[config.mk]
export PLATFORM = sky130hd
export DESIGN_NAME = sdac_frontend
export DESIGN_NICKNAME = d
export VERILOG_FILES = /design/src/rtl/sdac_pkg.sv /design/src/rtl/sdac_pin_sync.sv /design/src/rtl/sdac_frame_rx.sv /design/src/rtl/sdac_cmd_exec.sv /design/src/rtl/sdac_frontend.sv
export SDC_FILE = /design/constraint.sdc
export NUM_CORES = 1
export LEC_CHECK = 0
export ABC_AREA = 1
export BUFFER_PORTS_ARGS = -buffer_cell sky130_fd_sc_hd__buf_2
export CORE_MARGIN = 2
export CORE_UTILIZATION = 50
export DETAILED_ROUTE_END_ITERATION = 7
export PLACE_DENSITY_LB_ADDON = 0.15
export SETUP_SLACK_MARGIN = 0.2
export SLEW_MARGIN = 5
export SYNTH_ARGS = -nofsm -noshare
export SYNTH_HDL_FRONTEND = slang
export SYNTH_SLANG_ARGS = --single-unit
[constraint.sdc]
create_clock -name clk -period 2.5 [get_ports clk]
set_clock_uncertainty 0.15 [all_clocks]
set_input_delay 0.125 -clock clk [delete_from_list [all_inputs] [get_ports clk]]
set_output_delay 0.125 -clock clk [all_outputs]
set_load 0.1 [all_outputs]
[src/rtl/sdac_pkg.sv]
package sdac_pkg;

  localparam int FRAME_BITS = 16;
  localparam int CMD_BITS   = 2;

  typedef enum logic [CMD_BITS-1:0] {
    CMD_LOAD  = 2'b00,
    CMD_RSV_A = 2'b01,
    CMD_RSV_B = 2'b10,
    CMD_EDGE  = 2'b11
  } sdac_cmd_e;

endpackage

[src/rtl/sdac_pin_sync.sv]
module sdac_pin_sync #(
  parameter int             W       = 3,
  parameter int             STAGES  = 2,
  parameter logic [W-1:0]   RST_VAL = '0
) (
  input  logic         clk,
  input  logic         rst_n,
  input  logic [W-1:0] pin_i,
  output logic [W-1:0] lvl_o,
  output logic [W-1:0] rise_o,
  output logic [W-1:0] fall_o
);

  logic [W-1:0] stg_q [STAGES];
  logic [W-1:0] stg_d [STAGES];
  logic [W-1:0] hist_q;

  always_comb begin
    stg_d[0] = pin_i;
    for (int i = 1; i < STAGES; i++) begin
      stg_d[i] = stg_q[i-1];
    end
  end

  always_ff @(posedge clk or negedge rst_n) begin
    if (!rst_n) begin
      for (int i = 0; i < STAGES; i++) begin
        stg_q[i] <= RST_VAL;
      end
      hist_q <= RST_VAL;
    end else begin
      for (int i = 0; i < STAGES; i++) begin
        stg_q[i] <= stg_d[i];
      end
      hist_q <= stg_q[STAGES-1];
    end
  end

  assign lvl_o  = stg_q[STAGES-1];
  assign rise_o = stg_q[STAGES-1] & ~hist_q;
  assign fall_o = ~stg_q[STAGES-1] & hist_q;

endmodule

[src/rtl/sdac_frame_rx.sv]
module sdac_frame_rx #(
  parameter int FRAME_W = 16,
  localparam int CNT_W  = $clog2(FRAME_W + 1)
) (
  input  logic               clk,
  input  logic               rst_n,
  input  logic               sel_rising,
  input  logic               sclk_rise,
  input  logic               sclk_fall,
  input  logic               sdin_lvl,
  input  logic               sync_n_lvl,
  input  logic               sync_fall,
  input  logic               sync_rise,
  output logic [FRAME_W-1:0] frame_q,
  output logic               frame_done
);

  localparam logic [CNT_W-1:0] FULL_CNT = CNT_W'(FRAME_W);

  logic [CNT_W-1:0]   cnt_q, cnt_d;
  logic [FRAME_W-1:0] shift_q, shift_d;
  logic               frame_full;
  logic               act_edge;
  logic               shift_en;

  always_comb begin
    frame_full = (cnt_q == FULL_CNT);
    act_edge   = sel_rising ? sclk_rise : sclk_fall;
    shift_en   = !sync_n_lvl && !sync_fall && act_edge && !frame_full;
    frame_done = sync_rise && frame_full;

    cnt_d   = cnt_q;
    shift_d = shift_q;
    if (sync_fall || sync_rise) begin
      cnt_d = '0;
    end else if (shift_en) begin
      cnt_d   = cnt_q + 1'b1;
      shift_d = {shift_q[FRAME_W-2:0], sdin_lvl};
    end
  end

  always_ff @(posedge clk or negedge rst_n) begin
    if (!rst_n) begin
      cnt_q   <= '0;
      shift_q <= '0;
    end else begin
      cnt_q   <= cnt_d;
      shift_q <= shift_d;
    end
  end

  assign frame_q = shift_q;

  // once a full frame is held, further edges leave it untouched
  a_r8_hold_when_full: assert property (@(posedge clk) disable iff (!rst_n)
    (frame_full && !sync_fall && !sync_rise) |=> $stable(shift_q));

  // nothing shifts while the strobe is high
  a_r9_idle_no_shift: assert property (@(posedge clk) disable iff (!rst_n)
    sync_n_lvl |=> $stable(shift_q));

endmodule

[src/rtl/sdac_cmd_exec.sv]
module sdac_cmd_exec
  import sdac_pkg::*;
#(
  parameter int FRAME_W = 16,
  parameter int DATA_W  = 12,
  localparam int LOW_W  = FRAME_W - CMD_BITS - DATA_W
) (
  input  logic               clk,
  input  logic               rst_n,
  input  logic               frame_done,
  input  logic [FRAME_W-1:0] frame_q,
  output logic [DATA_W-1:0]  dac_code,
  output logic               dac_update,
  output logic               sel_rising,
  output logic               dac_active
);

  sdac_cmd_e         cmd;
  logic [DATA_W-1:0] field;
  logic [DATA_W-1:0] code_q, code_d;
  logic              upd_q, upd_d;
  logic              rise_q, rise_d;
  logic              act_q, act_d;

  assign cmd   = sdac_cmd_e'(frame_q[FRAME_W-1 -: CMD_BITS]);
  assign field = frame_q[FRAME_W-CMD_BITS-1 -: DATA_W];

  generate
    if (LOW_W > 0) begin : g_low_unused
      logic unused_low_bits;
      assign unused_low_bits = ^frame_q[LOW_W-1:0];
    end
  endgenerate

  always_comb begin
    code_d = code_q;
    upd_d  = 1'b0;
    rise_d = rise_q;
    act_d  = act_q;
    if (frame_done) begin
      case (cmd)
        CMD_LOAD: begin
          code_d = field;
          upd_d  = 1'b1;
          act_d  = 1'b1;
        end
        CMD_EDGE: begin
          rise_d = 1'b1;
          act_d  = 1'b0;
        end
        default: ;
      endcase
    end
  end

  always_ff @(posedge clk or negedge rst_n) begin
    if (!rst_n) begin
      code_q <= '0;
      upd_q  <= 1'b0;
      rise_q <= 1'b0;
      act_q  <= 1'b1;
    end else begin
      code_q <= code_d;
      upd_q  <= upd_d;
      rise_q <= rise_d;
      act_q  <= act_d;
    end
  end

  assign dac_code   = code_q;
  assign dac_update = upd_q;
  assign sel_rising = rise_q;
  assign dac_active = act_q;

  // without a completed load command the code holds and no strobe appears
  a_r4_hold_without_load: assert property (@(posedge clk) disable iff (!rst_n)
    !(frame_done && cmd == CMD_LOAD) |=> ($stable(code_q) && !upd_q));

  // rising-edge selection is sticky until reset
  a_r5_edge_sticky: assert property (@(posedge clk) disable iff (!rst_n)
    rise_q |=> rise_q);

  // an edge-select frame idles the converter without an update
  a_r6_edge_cmd_quiet: assert property (@(posedge clk) disable iff (!rst_n)
    (frame_done && cmd == CMD_EDGE) |=> (!act_q && !upd_q && rise_q));

  // the update strobe lasts one cycle
  a_r2_strobe_single: assert property (@(posedge clk) disable iff (!rst_n)
    upd_q |=> !upd_q);

endmodule

[src/rtl/sdac_frontend.sv]
module sdac_frontend
  import sdac_pkg::*;
#(
  parameter int DATA_W      = 12,
  parameter int SYNC_STAGES = 2
) (
  input  logic              clk,
  input  logic              rst_n,
  input  logic              sclk,
  input  logic              sync_n,
  input  logic              sdin,
  output logic [DATA_W-1:0] dac_code,
  output logic              dac_update,
  output logic              sample_rising,
  output logic              dac_active
);

  localparam int PIN_W = 3;
  localparam int P_SYNC = 2;
  localparam int P_SCLK = 1;
  localparam int P_SDIN = 0;

  logic [1:0]            rst_pipe_q;
  logic                  rst_int_n;
  logic [PIN_W-1:0]      pin_lvl, pin_rise, pin_fall;
  logic [FRAME_BITS-1:0] frame_q;
  logic                  frame_done;
  logic                  sel_rising;
  logic                  unused_sdin_edges;

  always_ff @(posedge clk or negedge rst_n) begin
    if (!rst_n) begin
      rst_pipe_q <= 2'b00;
    end else begin
      rst_pipe_q <= {rst_pipe_q[0], 1'b1};
    end
  end
  assign rst_int_n = rst_pipe_q[1];

  sdac_pin_sync #(
    .W       (PIN_W),
    .STAGES  (SYNC_STAGES),
    .RST_VAL (3'b110)
  ) u_pins (
    .clk    (clk),
    .rst_n  (rst_int_n),
    .pin_i  ({sync_n, sclk, sdin}),
    .lvl_o  (pin_lvl),
    .rise_o (pin_rise),
    .fall_o (pin_fall)
  );

  assign unused_sdin_edges = pin_rise[P_SDIN] ^ pin_fall[P_SDIN];

  sdac_frame_rx #(
    .FRAME_W (FRAME_BITS)
  ) u_rx (
    .clk        (clk),
    .rst_n      (rst_int_n),
    .sel_rising (sel_rising),
    .sclk_rise  (pin_rise[P_SCLK]),
    .sclk_fall  (pin_fall[P_SCLK]),
    .sdin_lvl   (pin_lvl[P_SDIN]),
    .sync_n_lvl (pin_lvl[P_SYNC]),
    .sync_fall  (pin_fall[P_SYNC]),
    .sync_rise  (pin_rise[P_SYNC]),
    .frame_q    (frame_q),
    .frame_done (frame_done)
  );

  sdac_cmd_exec #(
    .FRAME_W (FRAME_BITS),
    .DATA_W  (DATA_W)
  ) u_exec (
    .clk        (clk),
    .rst_n      (rst_int_n),
    .frame_done (frame_done),
    .frame_q    (frame_q),
    .dac_code   (dac_code),
    .dac_update (dac_update),
    .sel_rising (sel_rising),
    .dac_active (dac_active)
  );

  assign sample_rising = sel_rising;

  // held reset keeps the code at zero scale
  a_r1_reset_zero: assert property (@(posedge clk)
    !rst_int_n |=> (dac_code == '0 && !dac_update));

endmodule

==> impl_metrics.csv, run 1 <==
group,metric,value,unit
run_status,run_status,"finished clean",
clock_tree,cts_root_buf,"clkbuf_8",
cells_and_area,diodes,0,
logic_synthesis,library_cell_with_the_largest_summed_area_after_synthesis,"dfrtp_1",
worst_hold_path,hold_path_class,"reg2reg",
sta,fmax,493,MHz
cells_and_area,area_growth,13.3,%
sta,final-setup-viol-count,0,
critical_path,worstSetupStartpointType,"register",
sta,unrepaired_setup_endpoints_after_global_routing,"no",
logic_synthesis,synthesis.area,0.00196,mm^2
logic_synthesis,synthFlopType,"dfrtp_1",
critical_path,cp_data_required_time,2540,ps
global_routing,global_route_wire_length_before_repair,6.00,mm
clock_tree,hold_buf_count_cts,5,
cells_and_area,layoutNonFillerInstCount,276,
pwr,p_leak,1.23,nW
floorplanning,die-width,66.6,um
critical_path,end_kind,"register",
clock_tree,ctsLongestPathBuffers,2,
detailed_routing,detail_route.vias_per_cell,5.10,
detailed_routing,ant_nets,0,
floorplanning,top_level_ports,20,
critical_path,timing.critical_path.fanout_max,16,
critical_path,worstPathArrival,2070,ps
clock_tree,cts_setup_buffers,0,
sta,hold_viol_final,0,
clock_tree,numCtsBuffers,5,
global_routing,grt_start_max_net_pins,45,
cells_and_area,final_design_area_no_fill,0.00222,mm^2
sta,timing.final.crit_period,2030,ps
cells_and_area,design.final.nets,238,
floorplanning,floorplan.initialDensity,52.8,%
clock_tree,h-tree-depth,2,
detailed_routing,drt_iter0_markers,56,
logic_synthesis,synth_cells,202,
place,detailedPlace.worstSlack,517,ps
clock_tree,clk-insertion-delay-late,300,ps
clock_tree,clock_tree_from_tritoncts,"done",
detailed_routing,drt_pre_antenna_iters,4,
logic_synthesis,synth-seq-area-share,59.2,%
logic_synthesis,synth-edff-count,0,
logic_synthesis,synth.area.top_cells,"dfrtp_1, nand2_1, dfstp_2, nand4_1, ha_1",
cells_and_area,drive_above_1_share,20.6,%
detailed_routing,drt_wl_total,3.42,mm
logic_synthesis,synth_nets,213,
place,gp_congestion,0.793,
critical_path,worst-setup-path-type,"reg2reg",
sta,post-route-period-util,81.1,%
floorplanning,die_y,66.6,um
logic_synthesis,async_flop_share,100,%
sta,setup_total_negative_slack,0,ps
sta,tightestPinTransition,910,ps
detailed_routing,drt_drc_violations_left,0,
place,place_hpwl,2.31,mm
detailed_routing,wl_per_cell,12.4,um
clock_tree,clk_sink_count,46,
place,placement.io_buffers,19,
global_routing,grt_antenna_before_repair,0,
logic_synthesis,netlist.area_leader.share,49.8,%
logic_synthesis,ys_seq_elements,46,
global_routing,global_route.usage.total,18.5,%
global_routing,global_route.overflow_total,0,
global_routing,first_global_vias,1390,
place,placed_cells,263,
clock_tree,cts.reportedPaths.clkPinSlew,80,ps
floorplanning,floorplan.rows,22,
pwr,worst_ir_drop_vdd,0.351,mV
clock_tree,cts-resized-gates,0,
pwr,p_per_area,593,mW/mm^2
logic_synthesis,synth_cell_type_count,25,
sta,maxSlewViolCount,0,
sta,timing.final.ws_setup,473,ps
job,cap_violations,0,
logic_synthesis,synth.yosys.warnings,0,
sta,timing.max_slew.rel_slack,39.3,%
place,placedInstanceArea,0.00208,mm^2
detailed_routing,routed-via-count,1408,
floorplanning,coreArea,0.00372,mm^2
floorplanning,die-area,0.00444,mm^2
logic_synthesis,syn-mean-instance-area,9.71,um^2
==> power breakdown <==
group | leakage, nW | total (W) | switching, W | internal, W
clock network | 0.0482 | 0.000460 | 0.000237 | 0.000223
registers | 0.606 | 0.000792 | 0.0000239 | 0.000768
logic | 0.580 | 0.0000656 | 0.0000425 | 0.0000231
==> cell type report <==
cell class | count | area, um^2
clock buffer | 7 | 86.3
clock inverter | 1 | 5.00
fill | 342 | 1500
inverter | 14 | 53.8
multi-input combinational | 133 | 687
sequential | 46 | 1160
tap | 48 | 60.1
timing repair buffer | 27 | 168
==> synthesized netlist by cell type, types with 2 or more instances <==
master / instances
nand3_1: 12
buf_2: 3
dfrtp_1: 39
dfstp_2: 7
xnor2_1: 2
buf_4: 2
nand2_1: 83
clkbuf_1: 2
nand3_4: 2
nand4_1: 19
inv_1: 9
inv_2: 3
buf_6: 2
ha_1: 6
==> final timing paths <==
check	start	endpoint	slack (ps)	depth (start not counted)
worst max-delay path	u_pins.lvl_o[2]	u_rx.frame_q[13]	470	6
worst min-delay path	rst_pipe_q[0]	rst_pipe_q[1]	200	0
worst max register to register	u_pins.lvl_o[2]	u_rx.frame_q[13]	470	6
worst min register to register	rst_pipe_q[0]	rst_pipe_q[1]	200	0
max in group asynchronous	rst_pipe_q[1]	u_rx.cnt_q[3]	1370	0
min in group asynchronous	rst_pipe_q[1]	u_rx.frame_q[13]	260	0
==> cell usage in the layout, fill, tap and decap left out, types with 2 or more instances in the layout <==
cell,instances
nand2_1,83
dfrtp_1,38
nand4_1,19
buf_2,19
nand3_1,12
inv_1,9
dfstp_2,7
ha_1,6
clkbuf_8,6
dlygate4sd3_1,5
inv_2,3
buf_4,3
nand3_4,2
clkinv_2,2
xnor2_1,2
==> flip-flops by register name, summed over array words and instances (netlist names) <==
register	cells
u_pins.hist_q	2
u_exec.dac_active	1
u_exec.dac_code	12
u_exec.dac_update	1
u_rx.frame_q	16
rst_pipe_q	2
u_pins.lvl_o	3
u_pins.stg_d	3
u_exec.sel_rising	1
u_rx.cnt_q	5
==> stage by stage <==
stage | hold slack (ps) | total power (W) | util (%)
finish | 202 | 0.00132 | 59.8
global route | 221 | 0.00138 | 59.8
CTS | 203 | 0.00134 | 59.8
detailed placement | -236 | 0.000868 | 56.0
global placement | -240 | 0.000863 | 56.0
floorplan | -321 | 0.000848 | -
==> kinds of logic (layout without fill, tap and decap cells) <==
kind of cell	after synthesis	in the layout	synth area share, %
other	1	1	0.191
and+or+nand+nor	121	121	28.6
AOI/OAI and AO/OA	2	2	1.08
adders and majority gates	6	6	3.83
buffers and inverters	23	49	5.81
xor gates and xnor gates	3	3	1.34
DFF	46	46	59.2
==> critical path, stage by stage (launching register included) <==
cell and delay, ps:
dfstp_2 560, inv_1 50, ha_1 270, clkinv_1 360, buf_4 340, nand4_1 120, nand2_1 70
==> layer usage <==
layer	track usage, %	wire [um]	vias up
li1	-	-	697
met3	4.05	139	7
met2	29.8	1590	35
met5	0	0	-
met1	23.7	1610	669
met4	9.18	72	0
(Power assumes the default switching activity.)
==> run 2, diff against run 1 <==
ABC_AREA = 0   (was 1)
clock period = 1.6 ns   (was 2.5 ns; I/O delays follow)
==> impl_metrics.csv, run 2 <==
group,metric,value,unit
run_status,run_status,"complete, but fails checks",
run_status,failed_checks,"negative setup slack",
sta,timing.final.ws_setup,-608,ps
floorplanning,die-area,0.00419,mm^2
logic_synthesis,synth-edff-count,0,
global_routing,global_route.usage.total,19.9,%
critical_path,regToRegSetupSlack,-610,ps
critical_path,timing.rr.end,"u_rx.frame_q[9]",
critical_path,cp_data_required_time,1630,ps
floorplanning,top_level_ports,20,
floorplanning,die_y,64.7,um
cells_and_area,area_taken_by_multi_input_logic_gates,779,um^2
detailed_routing,routed-via-count,1112,
logic_synthesis,synth.yosys.warnings,0,
place,detailedPlace.worstSlack,-588,ps
logic_synthesis,ys_seq_elements,46,
place,placedInstanceArea,0.00218,mm^2
cells_and_area,nFillCells,251,
clock_tree,clk_sink_count,46,
logic_synthesis,async_flop_share,100,%
critical_path,worst_path_max_delay_cell,"dfstp_2",
logic_synthesis,main_combinational_cell_family_by_area_after_synthesis,"multiplexers",
logic_synthesis,synthFlopType,"dfrtp_1",
critical_path,reg2reg_depth,5,
detailed_routing,drt_drc_violations_left,0,
critical_path,critical_path.cell_chain,"or3b_4 -> a21bo_1 -> or3_4 -> buf_12 -> mux2_4",
sta,post-route-period-util,138,%
job,cap_violations,0,
logic_synthesis,synthesis.area,0.00184,mm^2
floorplanning,floorplan.initialDensity,51.1,%
logic_synthesis,syn-mean-instance-area,15.4,um^2
sta,timing.final.crit_period,2210,ps
critical_path,timing.rr.start,"u_pins.hist_q[1]",
place,place_hpwl,1.99,mm
logic_synthesis,synth_cell_type_count,28,
logic_synthesis,synth_cells,120,
place,placement.io_buffers,19,
floorplanning,floorplan.rows,22,
global_routing,global_route_wire_length_before_repair,6.08,mm
place,gp_congestion,0.721,
detailed_routing,wl_met3,97,um
detailed_routing,ant_nets,0,
cells_and_area,layout.cells.most_common_list,"dfrtp_1, mux2_4, buf_2",
detailed_routing,wl_per_cell,16.2,um
global_routing,grt_antenna_before_repair,0,
critical_path,end_kind,"register",
clock_tree,cts.reportedPaths.clkPinSlew,80,ps
critical_path,timing.critical_path.fanout_max,16,
critical_path,worstPathArrival,2240,ps
floorplanning,die-width,64.7,um
clock_tree,clock_tree_from_tritoncts,"done",
sta,unrepaired_setup_endpoints_after_global_routing,"yes",
logic_synthesis,synth_nets,131,
critical_path,cp_slowest_stage_delay,530,ps
cells_and_area,drive_above_1_share,62.7,%
clock_tree,clk-insertion-delay-late,290,ps
pwr,worst_ir_drop_vdd,0.598,mV
logic_synthesis,fraction_of_synthesized_cell_area_in_xor_and_xnor_cells,0.950,%
worst_hold_path,hold_path_class,"reg2async",
cells_and_area,area_growth,38.2,%
global_routing,first_global_vias,1245,
detailed_routing,drt_pre_antenna_iters,5,
cells_and_area,mostFrequentLayoutCell,"dfrtp_1",
logic_synthesis,synth.most_common_cell,"dfrtp_1",
clock_tree,h-tree-depth,2,
cells_and_area,design.final.nets,187,
pwr,p_leak,1.28,nW
critical_path,worstSetupStartpointType,"register",
logic_synthesis,synthSimpleGateAreaFrac,5.43,%
clock_tree,cts_root_buf,"clkbuf_8",
sta,final-setup-viol-count,33,
logic_synthesis,synth.mux.area_fraction,20.0,%
pwr,p_per_area,805,mW/mm^2
cells_and_area,largest_register_ff_count,16,
global_routing,global_route.overflow_total,0,
sta,hold_viol_final,0,
logic_synthesis,synth_fa_ha_area_share,4.07,%
clock_tree,ctsLongestPathBuffers,2,
detailed_routing,drt_wl_total,3.64,mm
logic_synthesis,library_cell_with_the_largest_summed_area_after_synthesis,"dfrtp_1",
detailed_routing,met1Wirelength,1.61,mm
global_routing,grt_start_max_net_pins,45,
detailed_routing,drt_iter0_markers,31,
critical_path,worst-setup-path-type,"reg2reg",
critical_path,launching_element_of_the_worst_setup_path,"u_pins.hist_q[1]",
cells_and_area,diodes,0,
cells_and_area,regArea,0.00116,mm^2
sta,maxSlewViolCount,0,
logic_synthesis,post_synth_most_frequent_cells,"dfrtp_1, mux2_2, mux2_4, dfstp_2, inv_1",
detailed_routing,top_layer_used,"met4",
logic_synthesis,synth.area.top_cells,"dfrtp_1, mux2_2, dfstp_2, mux2_4, ha_1",
logic_synthesis,synth_area_in_compound_gates,2.78,%
detailed_routing,wl_met2,1.92,mm
detailed_routing,detail_route.vias_per_cell,4.94,
clock_tree,numCtsBuffers,5,
logic_synthesis,netlist.area_leader.share,53.0,%
floorplanning,coreArea,0.00361,mm^2
logic_synthesis,synth-seq-area-share,62.9,%
sta,fmax,453,MHz
cells_and_area,final_design_area_no_fill,0.00255,mm^2
-- run 2: power by group --
group          switching (W)  internal [W]  total (W)
Clock               0.000368      0.000308   0.000676
Combinational      0.0000650     0.0000834   0.000148
Sequential         0.0000200       0.00120    0.00122
-- run 2: cell families (layout without fill, tap and decap cells) --
kind of cell,after synthesis,count (layout)
other,1,1
adders and majority gates,6,6
AOI/OAI and AO/OA,8,8
muxes,30,30
xor gates and xnor gates,2,2
DFF,46,46
buffers and inverters,11,67
and+or+nand+nor,16,17
-- run 2: area by class of cell --
| cell class | count | area share, % |
|---|---|---|
| repair buffers | 52 | 16.9 |
| flip-flops and latches | 46 | 45.7 |
| clock buffers | 6 | 2.85 |
| inverters | 7 | 1.03 |
| multi-input cells | 64 | 30.6 |
| clock inverters | 2 | 0.540 |
| well taps | 48 | 2.36 |
-- run 2: worst max path at each step --
stage               cells after the start          endpoint
floorplan                               6  u_rx.frame_q[10]
global placement                        5   u_rx.frame_q[8]
CTS                                     5   u_rx.frame_q[9]
detailed placement                      5   u_rx.frame_q[9]
global route                            5  u_rx.frame_q[10]
finish                                  5   u_rx.frame_q[9]
-- run 2: layer usage --
metal  vias to the layer above  track usage, %
li1                        518               -
met3                         2            4.69
met2                        17            32.1
met4                         0            9.84
met5                         -               0
met1                       575            25.3
-- run 2: per-stage QoR --
stage | total power [W] | hold slack [ps] | util (%) | setup TNS (ps) | std cells
finish | 0.00205 | 87.8 | 70.6 | -14930 | 225
global route | 0.00214 | 111 | 70.6 | -16440 | 225
CTS | 0.00207 | 104 | 68.9 | -13720 | 224
detailed placement | 0.00135 | -282 | 60.5 | -14660 | 202
global placement | 0.00135 | -285 | 60.5 | -13380 | 202
floorplan | 0.00130 | -366 | - | -15900 | 120
-- run 2: worst max-delay path, delay by kind of cell, from the launching register on --
family / cells / cell delay, ps
AOI/OAI and AO/OA: 1 / 210
and+or+nand+nor: 2 / 730
muxes: 1 / 300
DFF: 1 / 530
buffers and inverters: 1 / 170
-- run 2: what timing repair did --
action                                 CTS  global route
pin swaps                                9             6
buffers inserted                         8             1
hold buffers                             5             0
endpoints found under the hold margin    5             0
gates cloned                             1             0
setup endpoints to repair               38            37
resized for setup                       28            10
